[config.mk]
export PLATFORM = sky130hd
export DESIGN_NAME = dual_iu_scoreboard
export DESIGN_NICKNAME = d
export VERILOG_FILES = /design/src/rtl/isu_pkg.sv /design/src/rtl/isu_class_decode.sv /design/src/rtl/isu_busy_ctr.sv /design/src/rtl/isu_lat_pool.sv /design/src/rtl/dual_iu_scoreboard.sv
export SDC_FILE = /design/constraint.sdc
export NUM_CORES = 1
export LEC_CHECK = 0
export BUFFER_PORTS_ARGS = -buffer_cell sky130_fd_sc_hd__buf_4
export CAP_MARGIN = 20
export CORE_AREA = 4 4 88 90
export CTS_CLUSTER_SIZE = 25
export DETAILED_ROUTE_END_ITERATION = 10
export DIE_AREA = 0 0 92 94
export GPL_TIMING_DRIVEN = 0
export PLACE_DENSITY = 0.66
export SKIP_CTS_REPAIR_TIMING = 1
export SLEW_MARGIN = 10
export SYNTH_ARGS = -nofsm -noshare
export SYNTH_HDL_FRONTEND = slang
export SYNTH_SLANG_ARGS = --single-unit
[constraint.sdc]
create_clock -name clk -period 3.2 [get_ports clk]
set_input_delay 0.32 -clock clk [delete_from_list [all_inputs] [get_ports clk]]
set_output_delay 0.32 -clock clk [all_outputs]
set_load 0.01 [all_outputs]
[src/rtl/isu_pkg.sv]
package isu_pkg;

  localparam int CLASS_W = 3;

  typedef enum logic [CLASS_W-1:0] {
    OP_ALU   = 3'd0,
    OP_CMP   = 3'd1,
    OP_MULS  = 3'd2,
    OP_MUL32 = 3'd3,
    OP_MUL64 = 3'd4,
    OP_DIV32 = 3'd5,
    OP_DIV64 = 3'd6,
    OP_SPR   = 3'd7
  } op_class_e;

  // cycles a unit stays held by one operation of the class
  function automatic int occ_of(op_class_e c);
    case (c)
      OP_MULS:  return 3;
      OP_MUL32: return 4;
      OP_MUL64: return 6;
      OP_DIV32: return 35;
      OP_DIV64: return 67;
      default:  return 1;
    endcase
  endfunction

  // cycles from grant to result-ready
  function automatic int lat_of(op_class_e c);
    case (c)
      OP_ALU:   return 2;
      OP_CMP:   return 3;
      OP_MULS:  return 4;
      OP_MUL32: return 5;
      OP_MUL64: return 7;
      OP_DIV32: return 36;
      OP_DIV64: return 68;
      default:  return 3;
    endcase
  endfunction

  // bit u set: unit u may run the class
  function automatic logic [1:0] units_of(op_class_e c);
    case (c)
      OP_DIV32, OP_DIV64: return 2'b10;
      OP_SPR:             return 2'b01;
      default:            return 2'b11;
    endcase
  endfunction

endpackage

[src/rtl/isu_class_decode.sv]
module isu_class_decode
  import isu_pkg::*;
#(
  parameter int CNT_W = 7
) (
  input  logic [CLASS_W-1:0] cls,
  output logic [CNT_W-1:0]   occ_m1,
  output logic [CNT_W-1:0]   lat,
  output logic [1:0]         allow
);

  op_class_e c;

  always_comb begin
    c      = op_class_e'(cls);
    occ_m1 = CNT_W'(occ_of(c) - 1);
    lat    = CNT_W'(lat_of(c));
    allow  = units_of(c);
  end

endmodule

[src/rtl/isu_busy_ctr.sv]
module isu_busy_ctr #(
  parameter int CNT_W = 7
) (
  input  logic             clk,
  input  logic             rst,
  input  logic             load,
  input  logic [CNT_W-1:0] load_val,
  output logic             free
);

  logic [CNT_W-1:0] remain;

  always_ff @(posedge clk) begin
    if (rst) begin
      remain <= '0;
    end else if (load) begin
      remain <= load_val;
    end else if (remain != '0) begin
      remain <= remain - CNT_W'(1);
    end
  end

  assign free = (remain == '0);

  // a unit is only loaded while it is free
  p_load_when_free_r4: assert property (@(posedge clk) disable iff (rst)
    load |-> free);

  // a multi-cycle load keeps the unit held in the next cycle
  p_hold_after_load_r4: assert property (@(posedge clk) disable iff (rst)
    (load && load_val != '0) |=> !free);

endmodule

[src/rtl/isu_lat_pool.sv]
module isu_lat_pool #(
  parameter int NSLOT = 3,
  parameter int CNT_W = 7,
  parameter int TAG_W = 4
) (
  input  logic             clk,
  input  logic             rst,
  input  logic             alloc,
  input  logic [CNT_W-1:0] alloc_lat,
  input  logic [TAG_W-1:0] alloc_tag,
  output logic             can_alloc,
  output logic             clash,
  output logic             done_valid,
  output logic [TAG_W-1:0] done_tag
);

  localparam int IDX_W = (NSLOT > 1) ? $clog2(NSLOT) : 1;

  logic [NSLOT-1:0] slot_v;
  logic [CNT_W-1:0] slot_cnt [NSLOT];
  logic [TAG_W-1:0] slot_tag [NSLOT];
  logic [NSLOT-1:0] fire;
  logic [TAG_W-1:0] fire_tag;
  logic [IDX_W-1:0] free_idx;
  logic             found;

  always_comb begin
    free_idx = '0;
    found    = 1'b0;
    clash    = 1'b0;
    fire     = '0;
    fire_tag = '0;
    for (int i = 0; i < NSLOT; i++) begin
      if (!slot_v[i] && !found) begin
        free_idx = IDX_W'(i);
        found    = 1'b1;
      end
      // a slot holding count c reports its result c cycles from now
      if (slot_v[i] && slot_cnt[i] == alloc_lat) clash = 1'b1;
      fire[i] = slot_v[i] && (slot_cnt[i] == CNT_W'(1));
      if (fire[i]) fire_tag = fire_tag | slot_tag[i];
    end
  end

  assign can_alloc = found;

  for (genvar g = 0; g < NSLOT; g++) begin : g_slot
    always_ff @(posedge clk) begin
      if (rst) begin
        slot_v[g]   <= 1'b0;
        slot_cnt[g] <= '0;
        slot_tag[g] <= '0;
      end else if (alloc && free_idx == IDX_W'(g)) begin
        slot_v[g]   <= 1'b1;
        slot_cnt[g] <= alloc_lat - CNT_W'(1);
        slot_tag[g] <= alloc_tag;
      end else if (slot_v[g]) begin
        slot_cnt[g] <= slot_cnt[g] - CNT_W'(1);
        if (slot_cnt[g] == CNT_W'(1)) slot_v[g] <= 1'b0;
      end
    end
  end

  always_ff @(posedge clk) begin
    if (rst) begin
      done_valid <= 1'b0;
      done_tag   <= '0;
    end else begin
      done_valid <= |fire;
      done_tag   <= fire_tag;
    end
  end

  // never two results expiring in the same cycle
  p_single_fire_r8: assert property (@(posedge clk) disable iff (rst)
    $onehot0(fire));

  // no allocation onto an occupied result cycle
  p_alloc_no_clash_r8: assert property (@(posedge clk) disable iff (rst)
    alloc |-> !clash);

  // allocation only with a free tracker
  p_alloc_room_r9: assert property (@(posedge clk) disable iff (rst)
    alloc |-> can_alloc);

endmodule

[src/rtl/dual_iu_scoreboard.sv]
module dual_iu_scoreboard
  import isu_pkg::*;
#(
  parameter int TAG_W = 4,
  parameter int NSLOT = 3,
  parameter int CNT_W = 7
) (
  input  logic               clk,
  input  logic               rst,
  input  logic               req_valid,
  input  logic [CLASS_W-1:0] req_class,
  input  logic [TAG_W-1:0]   req_tag,
  output logic               grant,
  output logic               grant_unit,
  output logic               done_valid,
  output logic [TAG_W-1:0]   done_tag
);

  localparam int NUNIT = 2;

  logic [CNT_W-1:0] occ_m1;
  logic [CNT_W-1:0] lat;
  logic [1:0]       allow;
  logic [NUNIT-1:0] unit_free;
  logic [NUNIT-1:0] unit_load;
  logic [NUNIT-1:0] unit_ok;
  logic             can_alloc;
  logic             clash;

  isu_class_decode #(.CNT_W(CNT_W)) u_dec (
    .cls    (req_class),
    .occ_m1 (occ_m1),
    .lat    (lat),
    .allow  (allow)
  );

  assign unit_ok    = allow & unit_free;
  assign grant      = req_valid && (unit_ok != '0) && !clash && can_alloc;
  assign grant_unit = !unit_ok[0];

  for (genvar u = 0; u < NUNIT; u++) begin : g_unit
    assign unit_load[u] = grant && (grant_unit == u[0]);

    isu_busy_ctr #(.CNT_W(CNT_W)) u_busy (
      .clk      (clk),
      .rst      (rst),
      .load     (unit_load[u]),
      .load_val (occ_m1),
      .free     (unit_free[u])
    );
  end

  isu_lat_pool #(
    .NSLOT (NSLOT),
    .CNT_W (CNT_W),
    .TAG_W (TAG_W)
  ) u_pool (
    .clk        (clk),
    .rst        (rst),
    .alloc      (grant),
    .alloc_lat  (lat),
    .alloc_tag  (req_tag),
    .can_alloc  (can_alloc),
    .clash      (clash),
    .done_valid (done_valid),
    .done_tag   (done_tag)
  );

  // divides only on unit 1
  p_div_on_second_r5: assert property (@(posedge clk) disable iff (rst)
    (grant && (req_class == OP_DIV32 || req_class == OP_DIV64)) |-> grant_unit);

  // register moves only on unit 0
  p_spr_on_first_r6: assert property (@(posedge clk) disable iff (rst)
    (grant && req_class == OP_SPR) |-> !grant_unit);

  // no grant without a request
  p_grant_needs_valid_r11: assert property (@(posedge clk) disable iff (rst)
    !req_valid |-> !grant);

  // at most one unit loaded per cycle
  p_one_load_r4: assert property (@(posedge clk) disable iff (rst)
    $onehot0(unit_load));

endmodule

==> impl_metrics.ini, run 1 <==
[run_status]
outcome = finished, violations left
violations = setup timing

[drt]
num_vias = 2965
wl_per_cell_um = 16.4
drt-total-wl_um = 8510
ant_nets = 0
via_per_inst = 5.72
drt-initial-drc-count = 209
first_pass_iters = 7
drc = 0

[floorplanning]
rows = 31
die_area_um2 = 8650
die_w_um = 92
io_pins = 17
start_util_pct = 49.8
core_area_um2 = 7060
die_h_um = 94

[clock_tree]
clockBufferDepth = 2
h-tree-depth = 2
numCtsBuffers = 5
cts_tree = yes
numClockSinks = 55
insertion_delay_ns = 0.32
path_clk_slew_ns = 0.11
cts_root_buf = clkbuf_8

[logic_synthesis]
synth_seq_area_share_pct = 40.7
synth_seq_cells = 55
ys.flop_type = edfxtp_1
ys_async_sr_fraction_pct = 0
syn-num-nets = 408
synth_area_um2 = 3520
syn_inst = 386
synth_cell_types = 62
avgSynthCellArea_um2 = 9.11
synth_warnings = 0
synth_edf_count = 33

[worst_setup_path]
cp-end-kind = output pin
crit_top_cell = buf_6
critPathRequiredTime_ns = 2.88
max_stage_delay_ns = 0.35
path_class = reg -> out
crit_chain = inv_1 > ha_4 > or3b_1 > buf_6 > nor4_4 > buf_4 > a21oi_2 > nor4bb_2 > and3_1 > buf_6 > buf_6 > nor2b_4 > buf_6
crit_arrival_ns = 2.95
cp_max_fo = 6
cp_slowest_cell = or3b_1
cp-start-kind = flip-flop

[timing]
fin_crit_ns = 3.27
setup_ws_ns = -0.0675
relSlewSlack_pct = 37.9
hold_viol = 0
fin_tns_setup_ns = -0.0675
slew_viol_final = 0
skew_ns = 0.0108
rsz0062_at_grt = yes
max_freq_mhz = 306
setup_viol = 1
whs_ns = 0.291
layout_worst_path_cycle_share_pct = 102
tightest_slew_ns = 0.924

[power_and_ir_drop]
p_int_mw = 1.81
seqPwrFrac_pct = 37.0
p_comb_share_pct = 49.0
swShare_pct = 38.4
p_leak_nw = 1.52
p_clk_share_pct = 14.0
total_power_mw = 2.94
p_sw_mw = 1.13
power_density_nw_per_um2 = 735
ir_worst_vdd_mv = 0.416

[placement]
globalplace.congestion = 0.903
dpl_cell_area_um2 = 3760
place_ws_ns = 0.0519
portBuffers = 16
dpl.cell_count = 501
dp_hpwl_um = 6220

[grt]
grt_use_total_pct = 20.4
grt_overflow = 0
antenna_found_initial = 0
grt_pass1_vias = 2777
grt_start_max_net_pins = 20
grt_pass1_wl_um = 14000

[worst_hold_path]
hp-class = in -> reg

[layout]
utilization_pct = 56.6
area_growth_pct = 13.5
drive_above_1_share_pct = 14.8
finalInstanceArea_um2 = 4000
antenna_cells = 0
fin_nets = 440
fin_cells = 518

[run]
cap_violations = 0
==> power by group through the flow <==
stage | Combinational (mW) | Sequential [mW] | Clock [mW]
after detailed placement | 1.21 | 1.09 | 0
after global routing | 1.59 | 1.11 | 0.454
after floorplan | 0.969 | 1.06 | 0
final | 1.44 | 1.09 | 0.411
after global placement | 1.21 | 1.09 | 0
after CTS | 1.22 | 1.08 | 0.420
==> worst max-delay path: cells and delay by family (launching register included) <==
family,cells,cell delay (ns)
AND/OR/NAND/NOR,5,1.34
buffers and inverters,6,0.75
flip-flops,1,0.32
AO/OA/AOI/OAI,1,0.06
adder cells (fa/ha/maj),1,0.14
==> layer usage <==
layer	wire length (µm)	track usage [%]	vias to the layer above
li1	-	-	1461
met1	3910	28.1	1416
met2	4070	33.9	77
met3	423	2.96	11
met4	110	4.83	0
met5	0	0	-
==> layout by cell type, fill, tap and decap left out, types with 4 or more instances in the layout <==
cell type and n:
a21oi_1 24, a222oi_1 4, and2_1 4, and3_1 10, buf_2 9, buf_4 24, buf_6 4, clkbuf_1 13
clkbuf_8 5, dfxtp_1 21, edfxtp_1 33, ha_1 11, inv_1 20, nand2_1 36, nand3_1 8, nand3b_1 6
nor2_1 28, nor3_1 16, nor3b_1 7, nor4_1 4, o31ai_1 4, o32ai_1 7, or3_1 15, or4_1 4
xnor2_1 20, xor2_1 12
==> cells by family after synthesis <==
| family | count (synthesis) | share of synthesized area [%] |
|---|---|---|
| compound gates | 68 | 13.1 |
| simple gates | 167 | 27.0 |
| xor+xnor | 32 | 7.97 |
| mux | 3 | 1.17 |
| flops | 55 | 40.7 |
| fa+ha+maj | 13 | 4.55 |
| buf+inv | 48 | 5.55 |
==> path summary, 6_finish.rpt <==
path | startpoint | slack, ns | end | cells past startpoint
worst max register to register | g_unit[0].u_busy.remain[1] | 0.09 | u_pool.slot_cnt[2][5] | 13
worst max-delay path | g_unit[0].u_busy.remain[1] | -0.07 | grant | 13
worst min register to register | u_pool.slot_tag[2][2] | 0.52 | u_pool.done_tag[2] | 2
worst min-delay path | req_tag[3] | 0.29 | u_pool.slot_tag[1][3] | 2
==> synthesized netlist by cell type, drive strengths merged, types with 7 or more instances <==
cell,count,area (µm²)
a21oi,25,125
and3,10,62.6
buf,14,67.6
clkbuf,13,48.8
dfxtp,22,440
edfxtp,33,991
ha,12,150
inv,21,78.8
nand2,37,139
nand3,8,40.0
nand3b,7,56.3
nor2,28,105
nor3,16,80.1
nor3b,8,65.1
o32ai,7,61.3
or3,15,93.8
xnor2,20,175
xor2,12,105
==> final cells by class <==
class / count / area [µm²]
clock buffers: 5 / 68.8
inverters: 21 / 78.8
flip-flops and latches: 55 / 1430
plain buffers: 27 / 135
repair buffers: 25 / 191
multi-input cells: 283 / 1940
fillers: 650 / 3060
clock inverters: 3 / 27.5
well taps: 99 / 124
==> sequential cells by signal, indices dropped and copies added, names as in the netlist <==
signal and cells:
u_pool.slot_cnt 21, g_unit.u_busy.remain 14, u_pool.slot_tag 12, u_pool.done_tag 4, u_pool.slot_v 3, u_pool.done_valid 1
No activity file was read; power rests on OpenSTA's default activity.
==> run 2: changes to the inputs <==
Settings changed: CELL_PAD_IN_SITES_DETAIL_PLACEMENT set to 1, CELL_PAD_IN_SITES_GLOBAL_PLACEMENT set to 2, CORE_AREA 4 4 88 90 to 4 4 100 102, DIE_AREA 0 0 92 94 to 0 0 104 106, PLACE_DENSITY 0.66 to 0.77, SETUP_SLACK_MARGIN set to 0.05.
==> run 2 against run 1 <==
- the run still ends with setup timing left
- sequential cell count unchanged
- count of clock-buffer cells in the layout unchanged
- design area increased by 0.88%
- non-clock buffer count increased by 1
- combinational power increased by 3%
- wire length increased by 19%
- clock skew decreased by 0.0044 ns
- setup slack improved by 0.046 ns
- first-iteration DRC count decreased by 52%
- via count increased by 1.6%
- core utilization decreased by 12 points
- largest cell class unchanged
- largest power group unchanged
==> impl_metrics.ini, run 2 (synthesis gave the netlist of run 1 again) <==
[power_and_ir_drop]
p_clk_share_pct = 14.1
p_leak_nw = 1.53
p_int_mw = 1.82
p_sw_mw = 1.18
seqPwrFrac_pct = 36.6
swShare_pct = 39.3
total_power_mw = 3.00
p_comb_share_pct = 49.3
ir_worst_vdd_mv = 0.351
power_density_nw_per_um2 = 744

[grt]
grt_pass1_vias = 3096
grt_start_max_net_pins = 19
antenna_found_initial = 0
grt_overflow = 0
grt_pass1_wl_um = 16800
grt_use_total_pct = 18.8

[worst_setup_path]
cp-start-kind = flip-flop
path_class = reg -> out
crit_chain = inv_2 > ha_4 > or3b_1 > buf_6 > nor4_4 > a21oi_2 > nor4bb_2 > and3_1 > buf_6 > buf_8 > nor2b_4 > buf_6
cp_slowest_cell = nor4_4
cp_max_fo = 5
cp_num_buf_inv = 5
cp-end-kind = output pin
max_stage_delay_ns = 0.39
crit_top_cell = buf_6
critical_path.top_delay_family = simple AND/OR/NAND/NOR gates
critPathRequiredTime_ns = 2.88
reg2reg_setup_slack_ns = 0.22
crit_arrival_ns = 2.90

[drt]
via_per_inst = 5.67
drt-total-wl_um = 10100
first_pass_iters = 4
num_vias = 3011
ant_nets = 0
wl_per_cell_um = 19.0
drt-initial-drc-count = 101
drc = 0

[timing]
hold_viol = 0
relSlewSlack_pct = 41.3
max_freq_mhz = 310
rsz0062_at_grt = yes
tightest_slew_ns = 0.872
whs_ns = 0.290
skew_ns = 0.00634
setup_viol = 1
fin_tns_setup_ns = -0.0214
setup_ws_ns = -0.0214
slew_viol_final = 0
layout_worst_path_cycle_share_pct = 101
fin_crit_ns = 3.22

[worst_hold_path]
hp-class = in -> reg

[floorplanning]
die_h_um = 106
die_area_um2 = 11000
start_util_pct = 38.6
rows = 35
core_area_um2 = 9110
die_w_um = 104
io_pins = 17

[clock_tree]
cts_root_buf = clkbuf_8
h-tree-depth = 2
path_clk_slew_ns = 0.11
numCtsBuffers = 5
cts_tree = yes
numClockSinks = 55
insertion_delay_ns = 0.32
clockBufferDepth = 2

[placement]
dpl.cell_count = 513
globalplace.congestion = 0.850
portBuffers = 16
dp_hpwl_um = 7470

[layout]
area_growth_pct = 14.5
final_common_cell = nand2_1
regMostFlops = u_pool.slot_cnt
reg_top3 = u_pool.slot_cnt x21, g_unit.u_busy.remain x14, u_pool.slot_tag x12
fin_cells = 531
antenna_cells = 0
nFillCells = 1079
largest_reg_flops = 21
drive_above_1_share_pct = 15.5
final_cell_mix = 37 x nand2_1, 33 x edfxtp_1, 28 x nor2_1
fin_nets = 441

[run_status]
violations = setup timing
outcome = finished, violations left

[run]
cap_violations = 0
==> run 2: stage by stage <==
stage	area [µm²]	setup WS, ns	util, %
detailed placement	3780	-0.0164	41.5
floorplan	3520	0.526	-
CTS	3870	-0.395	42.5
finish	4030	-0.0214	44.2
global placement	3780	0.00860	41.5
global route	4030	-0.168	44.2
==> run 2: power by group through the flow <==
stage	registers, mW	clock network, mW	logic (mW)
finish	1.10	0.423	1.48
global route	1.12	0.467	1.64
CTS	1.09	0.438	1.26
detailed placement	1.11	0	1.25
global placement	1.10	0	1.23
floorplan	1.06	0	0.969
==> run 2: path summary, 6_finish.rpt <==
check	startpoint	endpoint	cells past startpoint
max reg2reg	g_unit[0].u_busy.remain[1]	u_pool.slot_tag[2][3]	10
max	g_unit[0].u_busy.remain[1]	grant	12
min	req_tag[1]	u_pool.slot_tag[1][1]	2
min reg2reg	g_unit[1].u_busy.remain[6]	g_unit[1].u_busy.remain[6]	2
==> run 2: layout make-up <==
cell class / instances / area (µm²) / share of cell area [%]
buffer: 27 / 148 / 3.66
clock buffer: 5 / 68.8 / 1.71
sequential: 55 / 1430 / 35.6
inverter: 21 / 78.8 / 1.96
multi-input combinational: 283 / 1940 / 48.2
tap: 111 / 139 / 3.45
clock inverter: 3 / 22.5 / 0.559
timing repair buffer: 26 / 199 / 4.94
==> run 2: worst reg2reg max path, delay by kind of cell (launching register included) <==
family	cells	cell delay (ns)
AOI/OAI and AO/OA	1	0.10
DFF	1	0.34
adders and majority gates	1	0.13
buffers and inverters	2	0.21
and+or+nand+nor	6	1.90
==> run 2: metal layers <==
metal  part of all wire [%]  up-vias  GRT usage (%)
met5                      0        -              0
met4                    1.8        0           5.60
met3                    2.1       15           2.19
met2                     48       33           31.3
met1                     48     1495           25.7
li1                       -     1468              -
